$ cat src/rtl/rxr_pkg.sv
package rxr_pkg;
  localparam int unsigned CNT_W      = 16;
  localparam int unsigned FLAG_W     = 16;
  localparam int unsigned DESC_SHIFT = 3;   // 8-byte descriptors
  localparam int unsigned CNT_OFS    = 4;   // count/flags word offset
  localparam int unsigned SWAP_BIT   = 15;
  localparam int unsigned CNT_LIMIT  = 65535;

  typedef enum logic [1:0] {
    ST_IDLE   = 2'd0,
    ST_GATHER = 2'd1,
    ST_WB     = 2'd2
  } rxr_state_e;

  typedef struct packed {
    logic [FLAG_W-1:0] flags;
    logic [CNT_W-1:0]  nbytes;
  } rxr_wb_t;
endpackage

$ cat src/rtl/rxr_idx_ctrl.sv
module rxr_idx_ctrl #(
  parameter int unsigned IDX_W   = 4,
  parameter int unsigned SWIDX_W = 16
) (
  input  logic               clk_i,
  input  logic               rst_ni,
  input  logic               wr_we_i,
  input  logic [SWIDX_W-1:0] wr_val_i,
  input  logic               adv_i,
  output logic [IDX_W-1:0]   rd_idx_o,
  output logic               avail_o
);
  localparam logic [SWIDX_W-1:0] IDX_MASK = SWIDX_W'((1 << IDX_W) - 1);

  logic [IDX_W-1:0] wr_q, rd_q;

  always_ff @(posedge clk_i or negedge rst_ni) begin
    if (!rst_ni) begin
      wr_q <= '0;
      rd_q <= '0;
    end else begin
      if (wr_we_i) wr_q <= IDX_W'(wr_val_i & IDX_MASK);
      if (adv_i)   rd_q <= rd_q + 1'b1;
    end
  end

  assign rd_idx_o = rd_q;
  assign avail_o  = (rd_q != wr_q);

  // never consume a slot software has not posted
  assert_no_overrun_R2: assert property (@(posedge clk_i) disable iff (!rst_ni)
    adv_i |-> avail_o);
endmodule

$ cat src/rtl/rxr_frag_accum.sv
module rxr_frag_accum
  import rxr_pkg::*;
#(
  parameter int unsigned LEN_W  = 20,
  parameter int unsigned META_W = 14
) (
  input  logic              clk_i,
  input  logic              rst_ni,
  input  logic              take_i,
  input  logic              first_i,
  input  logic [LEN_W-1:0]  len_i,
  input  logic [META_W-1:0] meta_i,
  input  logic              swap_i,
  output rxr_wb_t           wb_o,
  output logic              trunc_o
);
  localparam int unsigned ACC_W = CNT_W + 1;
  localparam int unsigned SUM_W = ((LEN_W > ACC_W) ? LEN_W : ACC_W) + 1;
  localparam logic [SUM_W-1:0] SAT = SUM_W'(CNT_LIMIT + 1);

  logic [ACC_W-1:0]  acc_q;
  logic [META_W-1:0] meta_q;
  logic              swap_q;
  logic [SUM_W-1:0]  sum;

  assign sum = (first_i ? '0 : SUM_W'(acc_q)) + SUM_W'(len_i);

  always_ff @(posedge clk_i or negedge rst_ni) begin
    if (!rst_ni) begin
      acc_q  <= '0;
      meta_q <= '0;
      swap_q <= 1'b0;
    end else if (take_i) begin
      acc_q  <= (sum > SAT) ? ACC_W'(SAT) : ACC_W'(sum);
      meta_q <= meta_i;
      swap_q <= swap_i;
    end
  end

  assign trunc_o      = acc_q[CNT_W];
  assign wb_o.nbytes  = trunc_o ? CNT_W'(CNT_LIMIT) : acc_q[CNT_W-1:0];
  assign wb_o.flags   = FLAG_W'(meta_q) | (FLAG_W'(swap_q) << SWAP_BIT);

  assert_acc_bound_R6: assert property (@(posedge clk_i) disable iff (!rst_ni)
    acc_q <= ACC_W'(CNT_LIMIT + 1));
endmodule

$ cat src/rtl/rxr_wb_fsm.sv
module rxr_wb_fsm
  import rxr_pkg::*;
(
  input  logic clk_i,
  input  logic rst_ni,
  input  logic xfer_valid_i,
  input  logic xfer_last_i,
  input  logic avail_i,
  input  logic wb_ready_i,
  output logic xfer_ready_o,
  output logic fire_o,
  output logic first_o,
  output logic wb_we_o,
  output logic wb_done_o,
  output logic stall_o
);
  rxr_state_e st_q, st_d;

  assign xfer_ready_o = ((st_q == ST_IDLE) && avail_i) || (st_q == ST_GATHER);
  assign fire_o       = xfer_valid_i && xfer_ready_o;
  assign first_o      = (st_q == ST_IDLE);
  assign wb_we_o      = (st_q == ST_WB);
  assign wb_done_o    = wb_we_o && wb_ready_i;
  assign stall_o      = (st_q == ST_IDLE) && xfer_valid_i && !avail_i;

  always_comb begin
    st_d = st_q;
    unique case (st_q)
      ST_IDLE:   if (fire_o) st_d = xfer_last_i ? ST_WB : ST_GATHER;
      ST_GATHER: if (fire_o && xfer_last_i) st_d = ST_WB;
      ST_WB:     if (wb_ready_i) st_d = ST_IDLE;
      default:   st_d = ST_IDLE;
    endcase
  end

  always_ff @(posedge clk_i or negedge rst_ni) begin
    if (!rst_ni) st_q <= ST_IDLE;
    else         st_q <= st_d;
  end

  // a gathered transfer must have reserved a slot before it started
  assert_gather_has_slot_R5: assert property (@(posedge clk_i) disable iff (!rst_ni)
    (st_q == ST_GATHER) |-> avail_i);
endmodule

$ cat src/rtl/rx_ring_completer.sv
module rx_ring_completer
  import rxr_pkg::*;
#(
  parameter int unsigned DEPTH   = 16,
  parameter int unsigned ADDR_W  = 32,
  parameter int unsigned LEN_W   = 20,
  parameter int unsigned META_W  = 14,
  parameter int unsigned SWIDX_W = 16,
  localparam int unsigned IDX_W  = $clog2(DEPTH)
) (
  input  logic               clk_i,
  input  logic               rst_ni,
  input  logic [ADDR_W-1:0]  cfg_base_i,
  input  logic               wr_idx_we_i,
  input  logic [SWIDX_W-1:0] wr_idx_i,
  output logic [IDX_W-1:0]   rd_idx_o,
  input  logic               xfer_valid_i,
  output logic               xfer_ready_o,
  input  logic [LEN_W-1:0]   xfer_len_i,
  input  logic [META_W-1:0]  xfer_meta_i,
  input  logic               xfer_swap_i,
  input  logic               xfer_last_i,
  output logic               desc_we_o,
  input  logic               desc_wready_i,
  output logic [ADDR_W-1:0]  desc_addr_o,
  output logic [31:0]        desc_wdata_o,
  output logic               cc_irq_o,
  output logic               trunc_err_o,
  output logic               ovf_wait_o
);
  logic    avail, fire, first, wb_done, trunc;
  rxr_wb_t wb;
  logic    cc_q, trunc_q;

  rxr_idx_ctrl #(.IDX_W(IDX_W), .SWIDX_W(SWIDX_W)) u_idx (
    .clk_i    (clk_i),
    .rst_ni   (rst_ni),
    .wr_we_i  (wr_idx_we_i),
    .wr_val_i (wr_idx_i),
    .adv_i    (wb_done),
    .rd_idx_o (rd_idx_o),
    .avail_o  (avail)
  );

  rxr_frag_accum #(.LEN_W(LEN_W), .META_W(META_W)) u_acc (
    .clk_i   (clk_i),
    .rst_ni  (rst_ni),
    .take_i  (fire),
    .first_i (first),
    .len_i   (xfer_len_i),
    .meta_i  (xfer_meta_i),
    .swap_i  (xfer_swap_i),
    .wb_o    (wb),
    .trunc_o (trunc)
  );

  rxr_wb_fsm u_fsm (
    .clk_i        (clk_i),
    .rst_ni       (rst_ni),
    .xfer_valid_i (xfer_valid_i),
    .xfer_last_i  (xfer_last_i),
    .avail_i      (avail),
    .wb_ready_i   (desc_wready_i),
    .xfer_ready_o (xfer_ready_o),
    .fire_o       (fire),
    .first_o      (first),
    .wb_we_o      (desc_we_o),
    .wb_done_o    (wb_done),
    .stall_o      (ovf_wait_o)
  );

  assign desc_addr_o  = cfg_base_i + (ADDR_W'(rd_idx_o) << DESC_SHIFT) + ADDR_W'(CNT_OFS);
  assign desc_wdata_o = wb;

  always_ff @(posedge clk_i or negedge rst_ni) begin
    if (!rst_ni) begin
      cc_q    <= 1'b0;
      trunc_q <= 1'b0;
    end else begin
      cc_q    <= wb_done;
      trunc_q <= wb_done && trunc;
    end
  end

  assign cc_irq_o    = cc_q;
  assign trunc_err_o = trunc_q;

  assert_hold_wb_R7: assert property (@(posedge clk_i) disable iff (!rst_ni)
    (desc_we_o && !desc_wready_i) |=> (desc_we_o && $stable(desc_addr_o) && $stable(desc_wdata_o)));

  assert_idx_after_wb_R7: assert property (@(posedge clk_i) disable iff (!rst_ni)
    !$stable(rd_idx_o) |-> $past(desc_we_o && desc_wready_i));

  assert_cc_step_R8: assert property (@(posedge clk_i) disable iff (!rst_ni)
    cc_irq_o |-> (rd_idx_o == IDX_W'($past(rd_idx_o) + 1'b1)));

  assert_stall_not_ready_R3: assert property (@(posedge clk_i) disable iff (!rst_ni)
    ovf_wait_o |-> (!xfer_ready_o && !desc_we_o));

  assert_trunc_with_cc_R6: assert property (@(posedge clk_i) disable iff (!rst_ni)
    trunc_err_o |-> cc_irq_o);

  assert_cc_single_R8: assert property (@(posedge clk_i) disable iff (!rst_ni)
    cc_irq_o |=> !cc_irq_o);
endmodule

$ cat config.mk
export PLATFORM = sky130hd
export DESIGN_NAME = rx_ring_completer
export DESIGN_NICKNAME = d
export VERILOG_FILES = /design/src/rtl/rxr_pkg.sv /design/src/rtl/rxr_idx_ctrl.sv /design/src/rtl/rxr_frag_accum.sv /design/src/rtl/rxr_wb_fsm.sv /design/src/rtl/rx_ring_completer.sv
export SDC_FILE = /design/constraint.sdc
export NUM_CORES = 1
export LEC_CHECK = 0
export BUFFER_PORTS_ARGS = -buffer_cell sky130_fd_sc_hd__buf_2
export CELL_PAD_IN_SITES_DETAIL_PLACEMENT = 0
export CELL_PAD_IN_SITES_GLOBAL_PLACEMENT = 1
export CORE_MARGIN = 3
export CORE_UTILIZATION = 38
export CTS_BUF_LIST = sky130_fd_sc_hd__clkbuf_4
export CTS_CLUSTER_SIZE = 25
export DETAILED_ROUTE_END_ITERATION = 8
export HOLD_SLACK_MARGIN = 0.02
export PLACE_DENSITY = 0.85
export SLEW_MARGIN = 20
export SYNTH_ARGS = -nofsm -noshare
export SYNTH_HDL_FRONTEND = slang
export SYNTH_SLANG_ARGS = --single-unit
$ cat constraint.sdc
create_clock -name clk_i -period 9.9 [get_ports clk_i]
set_clock_uncertainty 0.1 [all_clocks]
set_input_delay 0.495 -clock clk_i [delete_from_list [all_inputs] [get_ports clk_i]]
set_output_delay 0.495 -clock clk_i [all_outputs]
set_load 0.005 [all_outputs]
==> flow_metrics.tcl <==
set metrics [dict create \
    fmax_mhz 271 \
    hold_path_class "input pin to async pin" \
    area_growth_pct 24.8 \
    cts_buffers 5 \
    synth_cell_types 55 \
    drt-total-wl_um 8990 \
    drc 0 \
    rows 34 \
    drive_above_1_share_pct 41.1 \
    critPathMaxFanout 18 \
    cp-start-kind "register" \
    max-cap-violations 0 \
    critical_path_arrival_ns 3.87 \
    core_area_um2 8810 \
    port_buffers 144 \
    finalSetupViolCount 0 \
    grt_remaining_overflow 0 \
    p_leak_nw 2.16 \
    cts_root_buf "clkbuf_4" \
    final_util_pct 49.4 \
    syn-cell-area_um2 3490 \
    crit_type "register to register" \
    synthTopCellsByCount "44 x dfrtp_1, 32 x xnor2_1, 31 x nand2_1" \
    fin_area_um2 4350 \
    post_cts_buffers 0 \
    grt_first_pass_wirelength_um 14600 \
    synth_async_sr_flop_share_pct 100 \
    cts_tree "yes" \
    start_util_pct 39.6 \
    die_w_um 102 \
    period_minus_slack_ns 3.69 \
    status "finished, final reports clean" \
    crit_required_ns 10.07 \
    chipHeight_um 102 \
    place_congestion 0.921 \
    hpwl_um 7080 \
    finalMaxSlewViolations 0 \
    syn_area_per_cell_um2 9.27 \
    grtUsageTotal_pct 17.5 \
    synth_area_leaders "dfrtp_1 32%, xnor2_1 8.0%, ha_1 7.9%" \
    placed_cell_area_um2 4260 \
    yosysWarnings 0 \
    clk_pin_slew_ns 0.15 \
    rsz0062_at_grt "false" \
    drt-vias-per-instance 5.07 \
    fin_ws_ns 6.21 \
    antenna_found_initial 0 \
    final_hold_viol_count 0 \
    htreeDepth 2 \
    postCtsHoldBufs 0 \
    postCtsResizedCells 0 \
    syn_inst 376 \
    pre_cts_slack_ns 5.92 \
    yosysMostFrequentCell "dfrtp_1" \
    ys_seq_elements 44 \
    synth_fp_nets 489 \
    ir_drop_mv 0.0851 \
    worstSetupEndpointType "register" \
    yosys.area.top_type "dfrtp_1" \
    first_pass_iters 6 \
    drtIter0Drc 67 \
    die-area_um2 10400 \
    clockBufferDepth 2 \
    ant_nets 0 \
    cts.sinks 44 \
    fin_setup_tns_ns 0 \
    num_io_pins 162 \
    nets 626 \
    p_per_area_nw_per_um2 157 \
    worstMarginPinSlew_ns 0.825 \
    synth_edf_count 0 \
    clk-insertion-delay-late_ns 0.36 \
    ys_seq_area_share_pct 31.6 \
    antenna_cells 0 \
    finalPower_uw 685 \
    period_share_pct 37.3 \
    synth_ff_type "dfrtp_1" \
    grt_max_degree 45 \
    netlist.area_leader.share_pct 31.6 \
    wire_per_inst_um 14.5 \
    dr_total_vias 3153 \
    grt_pass1_vias 3202 \
    slew_headroom_pct 44.5 \
]
==> flip-flops by register name (all words and copies together), names as in the netlist <==
register,cells
cc_irq_o,1
trunc_err_o,1
u_acc.acc_q,17
u_acc.meta_q,14
u_acc.swap_q,1
u_fsm.st_q,2
u_idx.rd_idx_o,4
u_idx.wr_q,4
==> metal layers <==
layer,share of wire [%],vias up,track usage (%)
li1,-,1588,-
met1,41,1470,20.6
met2,53,86,32.8
met3,5.5,9,3.72
met4,0.68,0,2.97
met5,0,-,0
==> power breakdown <==
part	total [mW]	switching [mW]	leakage [nW]	internal, mW
Clock	0.121	0.0669	0.0418	0.0541
Sequential	0.251	0.0334	0.554	0.218
Combinational	0.313	0.159	1.57	0.154
Total	0.685	0.259	2.16	0.426
==> placed cells by master, fill, tap and decap left out, types with 9 or more instances in the layout <==
cell type / instances
nand2_1: 31
buf_2: 143
o21ai_0: 14
ha_1: 22
mux2_2: 20
a21oi_1: 17
nor2b_1: 19
inv_1: 15
nand3_1: 15
o21ai_2: 10
or2_2: 17
and3_1: 11
xor2_1: 15
xnor2_1: 32
nor2_1: 14
dfrtp_1: 44
a21o_1: 9
==> critical path, stage by stage (launching register included) <==
cell and delay [ns]:
dfrtp_1 0.42, nor2_1 0.11, buf_4 0.25, nor2b_1 0.08
ha_1 0.21, fa_1 0.41, a21o_1 0.23, a22o_2 0.23
o41ai_2 0.42, a21oi_1 0.16, nor3b_1 0.37, o211ai_4 0.31
o31ai_1 0.33
==> per-stage QoR <==
stage | cells | hold slack, ns
after CTS | 622 | 0.212
after global placement | 614 | 0.354
after global routing | 622 | 0.0242
after floorplan | 376 | 0.0994
final | 622 | 0.00866
after detailed placement | 614 | 0.357
==> logic make-up after synthesis <==
| group | share of synthesized area [%] |
|---|---|
| buffers and inverters | 4.56 |
| xor gates and xnor gates | 11.8 |
| muxes | 6.75 |
| other | 0.108 |
| adders and majority gates | 9.04 |
| and+or+nand+nor | 20.1 |
| DFF | 31.6 |
| AOI/OAI and AO/OA | 16.1 |
==> cell type report <==
class / count / area [µm²]
Clock inverter: 3 / 46.3
Fill cell: 850 / 4460
Multi-Input combinational cell: 301 / 2240
Clock buffer: 5 / 37.5
Inverter: 15 / 56.3
Tap cell: 108 / 135
Sequential cell: 44 / 1100
Timing Repair Buffer: 146 / 738
==> worst paths after layout <==
path / startpoint / to / cells past startpoint / slack (ns)
worst min-delay path: rst_ni / u_acc.acc_q[13]$_DFFE_PN0P_ / 1 / 0.009
worst max-delay path: u_fsm.st_q[0]$_DFFE_PN0P_ / u_acc.acc_q[11]$_DFFE_PN0P_ / 12 / 6.21
min in group clk_i: xfer_meta_i[4] / u_acc.meta_q[4]$_DFFE_PN0P_ / 2 / 0.26
worst min register to register: u_fsm.st_q[1]$_DFFE_PN0P_ / u_fsm.st_q[0]$_DFFE_PN0P_ / 1 / 0.38
worst max register to register: u_fsm.st_q[0]$_DFFE_PN0P_ / u_acc.acc_q[11]$_DFFE_PN0P_ / 12 / 6.21
max in group asynchronous: rst_ni / u_acc.meta_q[1]$_DFFE_PN0P_ / 1 / 9.28
(Power assumes the default switching activity.)
